<file path="config.mk">
export PLATFORM = sky130hd
export DESIGN_NAME = gpio_xpdr
export DESIGN_NICKNAME = d
export VERILOG_FILES = /design/src/rtl/gpio_xpdr_pkg.sv /design/src/rtl/gpio_xpdr_sync.sv /design/src/rtl/gpio_xpdr_ptr.sv /design/src/rtl/gpio_xpdr_regs.sv /design/src/rtl/gpio_xpdr.sv
export SDC_FILE = /design/constraint.sdc
export NUM_CORES = 1
export LEC_CHECK = 0
export ABC_AREA = 0
export BUFFER_PORTS_ARGS = -buffer_cell sky130_fd_sc_hd__buf_2
export CORE_MARGIN = 4
export CORE_UTILIZATION = 56
export CTS_BUF_LIST = sky130_fd_sc_hd__clkbuf_2
export DETAILED_ROUTE_END_ITERATION = 10
export PLACE_DENSITY_LB_ADDON = 0.05
export SLEW_MARGIN = 20
export SYNTH_ARGS = -nofsm -noshare
export SYNTH_HDL_FRONTEND = slang
export SYNTH_SLANG_ARGS = --single-unit
</file>
<file path="constraint.sdc">
create_clock -name clk_i -period 1.7 [get_ports clk_i]
set_input_delay 0.17 -clock clk_i [delete_from_list [all_inputs] [get_ports clk_i]]
set_output_delay 0.17 -clock clk_i [all_outputs]
set_load 0.02 [all_outputs]
</file>
<file path="src/rtl/gpio_xpdr_pkg.sv">
package gpio_xpdr_pkg;
  localparam int unsigned NUM_REGS = 4;
  localparam int unsigned SEL_W    = $clog2(NUM_REGS);

  typedef enum logic [SEL_W-1:0] {
    REG_IN  = 2'd0,
    REG_OUT = 2'd1,
    REG_POL = 2'd2,
    REG_CFG = 2'd3
  } reg_sel_e;
endpackage

</file>
<file path="src/rtl/gpio_xpdr_sync.sv">
module gpio_xpdr_sync #(
  parameter int unsigned WIDTH     = 8,
  parameter logic [WIDTH-1:0] RST_VAL = '1
) (
  input  logic             clk_i,
  input  logic             rst_ni,
  input  logic [WIDTH-1:0] d_i,
  output logic [WIDTH-1:0] q_o
);
  logic [WIDTH-1:0] stg1_q, stg2_q;

  for (genvar i = 0; i < WIDTH; i++) begin : g_bit
    always_ff @(posedge clk_i or negedge rst_ni) begin
      if (!rst_ni) begin
        stg1_q[i] <= RST_VAL[i];
        stg2_q[i] <= RST_VAL[i];
      end else begin
        stg1_q[i] <= d_i[i];
        stg2_q[i] <= stg1_q[i];
      end
    end
  end

  assign q_o = stg2_q;

  // warm-up count so the check never looks behind reset
  logic [1:0] warm_q;
  always_ff @(posedge clk_i or negedge rst_ni) begin
    if (!rst_ni)              warm_q <= '0;
    else if (warm_q != 2'd2)  warm_q <= warm_q + 2'd1;
  end


  sync_two_stage_chk: assert property (@(posedge clk_i) disable iff (!rst_ni)
    (warm_q == 2'd2) |-> (q_o == $past(d_i, 2)));
endmodule

</file>
<file path="src/rtl/gpio_xpdr_ptr.sv">
module gpio_xpdr_ptr
  import gpio_xpdr_pkg::*;
#(
  parameter logic [3:0] BASE_HI = 4'b0100
) (
  input  logic             clk_i,
  input  logic             rst_ni,
  input  logic [2:0]       addr_sel_i,
  input  logic             xfer_start_i,
  input  logic [6:0]       addr_i,
  input  logic             rnw_i,
  input  logic             wr_valid_i,
  input  logic [SEL_W-1:0] cmd_i,
  input  logic             rd_req_i,
  output logic             sel_o,
  output logic             we_o,
  output logic             re_o,
  output reg_sel_e         ptr_o
);
  logic     sel_q, rnw_q, first_q;
  reg_sel_e ptr_q;
  logic     match;
  logic     wr_ok;

  assign match = (addr_i == {BASE_HI, addr_sel_i});
  assign wr_ok = wr_valid_i && sel_q && !rnw_q;

  always_ff @(posedge clk_i or negedge rst_ni) begin
    if (!rst_ni) begin
      sel_q   <= 1'b0;
      rnw_q   <= 1'b0;
      first_q <= 1'b0;
      ptr_q   <= REG_IN;
    end else if (xfer_start_i) begin
      sel_q   <= match;
      rnw_q   <= rnw_i;
      first_q <= !rnw_i;
    end else if (wr_ok && first_q) begin
      ptr_q   <= reg_sel_e'(cmd_i);
      first_q <= 1'b0;
    end
  end

  assign sel_o = sel_q;
  assign we_o  = wr_ok && !first_q;
  assign re_o  = rd_req_i && sel_q && rnw_q;
  assign ptr_o = ptr_q;


  addr_mismatch_chk: assert property (@(posedge clk_i) disable iff (!rst_ni)
    (xfer_start_i && (addr_i != {BASE_HI, addr_sel_i})) |=> !sel_o);


  cmd_load_chk: assert property (@(posedge clk_i) disable iff (!rst_ni)
    (!xfer_start_i && wr_ok && first_q) |=> (ptr_o == $past(cmd_i)));
endmodule

</file>
<file path="src/rtl/gpio_xpdr_regs.sv">
module gpio_xpdr_regs
  import gpio_xpdr_pkg::*;
#(
  parameter int unsigned WIDTH = 8
) (
  input  logic             clk_i,
  input  logic             rst_ni,
  input  logic             we_i,
  input  logic             re_i,
  input  reg_sel_e         ptr_i,
  input  logic [WIDTH-1:0] wdata_i,
  input  logic [WIDTH-1:0] pin_sync_i,
  output logic             rvalid_o,
  output logic [WIDTH-1:0] rdata_o,
  output logic [WIDTH-1:0] out_o,
  output logic [WIDTH-1:0] cfg_o,
  output logic             int_no
);
  logic [WIDTH-1:0] in_q, out_q, pol_q, cfg_q;
  logic [WIDTH-1:0] rd_mux;

  always_comb begin
    unique case (ptr_i)
      REG_IN:  rd_mux = pin_sync_i ^ pol_q;
      REG_OUT: rd_mux = out_q;
      REG_POL: rd_mux = pol_q;
      default: rd_mux = cfg_q;
    endcase
  end

  always_ff @(posedge clk_i or negedge rst_ni) begin
    if (!rst_ni) begin
      in_q  <= '1;
      out_q <= '1;
      pol_q <= '0;
      cfg_q <= '1;
    end else begin
      if (re_i && ptr_i == REG_IN) in_q <= pin_sync_i;
      if (we_i) begin
        unique case (ptr_i)
          REG_OUT: out_q <= wdata_i;
          REG_POL: pol_q <= wdata_i;
          REG_CFG: cfg_q <= wdata_i;
          default: ;
        endcase
      end
    end
  end

  always_ff @(posedge clk_i or negedge rst_ni) begin
    if (!rst_ni) begin
      rvalid_o <= 1'b0;
      rdata_o  <= '0;
    end else begin
      rvalid_o <= re_i;
      if (re_i) rdata_o <= rd_mux;
    end
  end

  assign out_o  = out_q;
  assign cfg_o  = cfg_q;
  assign int_no = ~|((pin_sync_i ^ in_q) & cfg_q);


  capture_on_read_chk: assert property (@(posedge clk_i) disable iff (!rst_ni)
    (re_i && ptr_i == REG_IN) |=> (in_q == $past(pin_sync_i)));


  in_write_ignored_chk: assert property (@(posedge clk_i) disable iff (!rst_ni)
    (we_i && !re_i && ptr_i == REG_IN) |=> $stable(in_q));


  read_latency_chk: assert property (@(posedge clk_i) disable iff (!rst_ni)
    re_i |=> rvalid_o);
endmodule

</file>
<file path="src/rtl/gpio_xpdr.sv">
module gpio_xpdr
  import gpio_xpdr_pkg::*;
#(
  parameter int unsigned WIDTH   = 8,
  parameter logic [3:0]  BASE_HI = 4'b0100
) (
  input  logic             clk_i,
  input  logic             rst_ni,
  input  logic [2:0]       addr_sel_i,
  input  logic             xfer_start_i,
  input  logic [6:0]       addr_i,
  input  logic             rnw_i,
  input  logic             wr_valid_i,
  input  logic [WIDTH-1:0] wr_data_i,
  input  logic             rd_req_i,
  output logic             rd_valid_o,
  output logic [WIDTH-1:0] rd_data_o,
  output logic             ack_o,
  input  logic [WIDTH-1:0] pin_i,
  output logic [WIDTH-1:0] pin_o,
  output logic [WIDTH-1:0] pin_oe_o,
  output logic             int_no
);
  logic             we, re;
  reg_sel_e         ptr;
  logic [WIDTH-1:0] pin_sync, cfg;

  gpio_xpdr_sync #(.WIDTH(WIDTH), .RST_VAL('1)) u_sync (
    .clk_i  (clk_i),
    .rst_ni (rst_ni),
    .d_i    (pin_i),
    .q_o    (pin_sync)
  );

  gpio_xpdr_ptr #(.BASE_HI(BASE_HI)) u_ptr (
    .clk_i        (clk_i),
    .rst_ni       (rst_ni),
    .addr_sel_i   (addr_sel_i),
    .xfer_start_i (xfer_start_i),
    .addr_i       (addr_i),
    .rnw_i        (rnw_i),
    .wr_valid_i   (wr_valid_i),
    .cmd_i        (wr_data_i[SEL_W-1:0]),
    .rd_req_i     (rd_req_i),
    .sel_o        (ack_o),
    .we_o         (we),
    .re_o         (re),
    .ptr_o        (ptr)
  );

  gpio_xpdr_regs #(.WIDTH(WIDTH)) u_regs (
    .clk_i      (clk_i),
    .rst_ni     (rst_ni),
    .we_i       (we),
    .re_i       (re),
    .ptr_i      (ptr),
    .wdata_i    (wr_data_i),
    .pin_sync_i (pin_sync),
    .rvalid_o   (rd_valid_o),
    .rdata_o    (rd_data_o),
    .out_o      (pin_o),
    .cfg_o      (cfg),
    .int_no     (int_no)
  );

  assign pin_oe_o = ~cfg;


  oe_drive_chk: assert property (@(posedge clk_i) disable iff (!rst_ni)
    (we && ptr == REG_CFG) |=> (pin_oe_o == ~$past(wr_data_i)));
endmodule

</file>
# Word-level counts from Yosys, hierarchy flattened
# Cells that the tools add are included.
# classes
eq_ne	4
muxes	3
bitwise_logic	5
reduce_logical	18
# ops
op	count
$pmux W8 S3	1
$xor A8 B8 Y8	2
$and A8 B8 Y8	1
$not A8 Y8	1
$reduce_and A2 Y1	4
$reduce_or A8 Y1	1
$eq A7 B6 Y1	1
$logic_and A1 B1 Y1	7
$eq A2 B2 Y1 const B	2
$logic_not A1 Y1	4
$eq A2 B1 Y1 const B	1
$logic_not A2 Y1	1
$mux W1	2
$reduce_bool A2 Y1	1
$not A1 Y1	1
# word_totals
ff_bits	62
out_inout_bits	27
elab_cells	56

# Longest topological paths before layout
# depth
word_depth	5
ltp_mapped	5

# Cells and area by module
# A second synthesis with hierarchy kept.
# hier_totals
cells_unflattened	207
area_unflattened_um2	2730.1
# modules_own_cells
module	n_inst	cells_per_inst	area_each_um2
gpio_xpdr_regs	1	161	2010.7
gpio_xpdr_sync	1	16	420.4
gpio_xpdr_ptr	1	22	269.0
gpio_xpdr	1	8	30.0

# Least setup slack after synthesis
# No wires, ideal clock.
# synth_timing
path_type	register to output
from	reg u_sync.stg2_q[7], in the netlist u_sync.q_o[7]
to	out int_no
arrival_ps	1467
t_required_ps	1530
path_slack_ps	63
stages_incl_launch_ff	4
path_cell_list	dfstp_2 xnor2_1 o22ai_1 nor4_1
# synth_via
elab_chain_cells	4
# synth_lines
item	line_no	rtl
from (decl)	gpio_xpdr_sync.sv:10	logic [WIDTH-1:0] stg1_q, stg2_q;
from (signal, indexed assignment)	gpio_xpdr_sync.sv:16	stg2_q[i] <= RST_VAL[i];
from (signal, indexed assignment)	gpio_xpdr_sync.sv:19	stg2_q[i] <= stg1_q[i];
$xor A8 B8 Y8	gpio_xpdr_regs.sv:62	assign int_no = ~|((pin_sync_i ^ in_q) & cfg_q);
$and A8 B8 Y8	gpio_xpdr_regs.sv:62	
$reduce_or A8 Y1	gpio_xpdr_regs.sv:62	
$logic_not A1 Y1	gpio_xpdr_regs.sv:62	
to (decl)	gpio_xpdr.sv:22	output logic int_no
# Every way passes these cells.

# Worst setup path after layout
# layout_timing
from	reg u_sync.stg2_q[6], in the netlist u_sync.q_o[6]
to	out int_no
# Same word-level chain as after synthesis.

==> results.cfg <==
[run_status]
status = complete, but fails checks
violations = setup timing

[worst_setup_path]
worstRegToRegCells = 4
crit_path_cell_trace = xnor2_1, o22ai_2, nor4_2, buf_4
path_delay_family = flip-flops
critPathRequiredTime_ns = 1.53
cp.arrival_ns = 1.76
worst_path_largest_cell_delay_ns = 0.60
cp-end-kind = output pin
cp_num_buf_inv = 1
worstSetupStartpointType = register
slowest_stage = dfstp_2
cp.depth = 4
path_max_fanout = 4
path_class = register to output pin

[global_routing]
grt_max_degree = 63
track_usage_pct = 20.6
grt_pass1_wl_mm = 9.48
gr-total-overflow = 0
antenna_found_initial = 0
grt_pass1_vias = 2045

[routing]
drt_iter0_markers = 70
drc = 0
wl_per_cell_um = 15.4
routed_via_density = 5.22
drt_pass1_iterations = 4
vias = 1967
drt_wl_total_mm = 5.81
ant_nets = 0

[final_layout]
layout-drive-gt1-share_pct = 54.8
finalNetCount = 337
antenna_cells = 0
stdcell_count = 377
area_growth_pct = 29.6
stdcell_area_um2 = 3590

[sta]
finalCritPeriodShare_pct = 114
slew_headroom_pct = 65.9
setup_viol = 1
max_freq_mhz = 517
clock_skew_ns = 0.0134
rsz0062_at_grt = true
layout_setup_ws_ns = -0.234
hold_viol_final = 0
tightest_slew_ns = 0.512
drv_slew = 0
fin_crit_ns = 1.93

[logic_synthesis]
synth_flop_cell = dfstp_2
ys_seq_area_share_pct = 57.7
syn_inst = 210
netlist_area_um2 = 2770
syn-num-nets = 242
synth_enable_flop_cells = 0
synthArstFlopShare_pct = 100
yosys_register_bits = 62
yosysWarnings = 0
synthDistinctLibCells = 31
syn_area_per_cell_um2 = 13.2

[placement]
portBuffers = 58
place.gp.congestion = 0.765
dp.cells = 333
post-place-ws_ns = 0.133
hpwl_mm = 3.76
placed_cell_area_um2 = 3160

[pwr]
vdd_drop_max_mv = 0.957
power.total_mw = 3.01
cellLeakagePower_nw = 1.61
powerDensity_nw_per_um2 = 837

[clock_network]
insertion_delay_ns = 0.49
cts_tree = yes
h-tree-depth = 3
cts_sinks = 62
cts_buffers = 9
clock_tree.root_cell = clkbuf_2
cts_buffer_depth = 2
clk_pin_slew_ns = 0.19

[floorplanning]
initial_utilization_pct = 58.3
io_pins = 59
fp.dieW_um = 78.4
die_area_um2 = 6140
die_y_um = 78.4
core_area_um2 = 4750
num_rows = 25

[flow_run]
maxCapViolations = 0

[hold_path]
hold_path.class = input port to register
whs_path_depth = 4
-- report_power, final --
part / switching (mW) / internal [mW]
Clock: 0.570 / 0.491
Combinational: 0.149 / 0.175
Sequential: 0.0482 / 1.58
Total: 0.767 / 2.24
-- synth_stat cells (2+ instances only) --
cell type	count	area, um2
dfstp_2	40	1050
mux2_2	27	304
dfrtp_1	22	551
xnor2_1	11	96.3
inv_1	10	37.5
mux2i_1	9	90.1
nand2_1	9	33.8
o21ai_0	9	45.0
a211o_1	8	70.1
a21oi_1	8	40.0
mux2_4	8	120
nand3b_1	8	60.1
nand2b_1	7	43.8
nor3_1	7	35.0
clkbuf_1	4	15.0
o22ai_1	4	25.0
buf_2	2	10.0
buf_6	2	22.5
nand3_1	2	10.0
nand3b_2	2	22.5
-- per-layer routing --
layer / track usage, % / up-vias / share of wire, %
li1: - / 938 / -
met1: 24.3 / 967 / 43
met2: 35.1 / 49 / 50
met3: 4.70 / 13 / 5.2
met4: 10.5 / 0 / 1.8
met5: 0 / - / 0
-- sequential cells by signal, summed over array words and instances (netlist names), 2 cells and up --
name,count
u_regs.rdata_o,8
u_ptr.ptr_o,2
u_sync.q_o,8
u_regs.cfg_o,8
u_regs.out_o,8
u_regs.in_q,8
u_regs.pol_q,8
u_sync.stg1_q,8
-- layout by cell type (no fill, tap or decap), types with 2 or more instances in the layout --
cell type and instances:
nand3b_1 8, buf_2 57, mux2i_1 9, mux2_4 8, nand2b_1 7, a21oi_1 8, inv_1 10, nand3b_2 2
clkinvlp_4 2, dfstp_2 40, clkbuf_2 9, mux2_2 27, nand3_1 2, xnor2_1 10, a211o_1 8, bufinv_16 2
nor3_1 7, o22ai_2 2, o22ai_1 2, buf_4 13, dlygate4sd3_1 22, o21ai_0 9, dfrtp_1 22, nand2_1 9
-- cell families after synthesis --
family,after synthesis,synth area share [%]
buffers and inverters,19,3.34
multiplexers,44,18.5
AO/OA/AOI/OAI,30,6.81
AND/OR/NAND/NOR,44,10.1
XOR/XNOR,11,3.47
flip-flops,62,57.7
-- layout make-up --
cell class              instances  area, um2
repair buffers                 93        623
fillers                       325       1160
flip-flops and latches         62       1600
clock buffers                   9       45.0
multi-input cells             129       1110
well taps                      67       83.8
inverters                      10       37.5
clock inverters                 7       97.6
-- tightest hold or removal path, cell delays in order --
cell     delay (ns)
buf_2          0.10
nand3_4        0.07
buf_4          0.20
inv_1          0.06
-- metrics by stage --
stage	TNS, ns	utilization [%]	hold slack [ns]
global placement	0	66.4	0.204
global route	-0.368	75.6	0.115
CTS	-0.327	74.5	0.0902
detailed placement	0	66.4	0.203
floorplan	0	-	-0.126
finish	-0.234	75.6	0.135
-- path summary, 6_finish.rpt --
kind                                  start                end  slack (ns)
setup / recovery              u_sync.q_o[6]             int_no       -0.23
hold / removal                     rd_req_i    u_regs.rvalid_o        0.13
setup reg to reg                u_ptr.rnw_q    u_regs.cfg_o[3]        0.13
hold reg to reg            u_sync.stg1_q[5]      u_sync.q_o[5]        0.37
max in group asynchronous            rst_ni   u_sync.stg1_q[6]        1.19
min in group asynchronous            rst_ni  u_regs.rdata_o[0]        0.19
-- timing repair --
action                     in CTS  in global routing
hold buffers                   22                  0
hold endpoints to repair       99                  0
setup endpoints to repair       1                  1
setup buffers                   3                  3
gates resized for setup         0                  5
pin swaps                       1                  2
No activity file was read; power rests on OpenSTA's default activity.
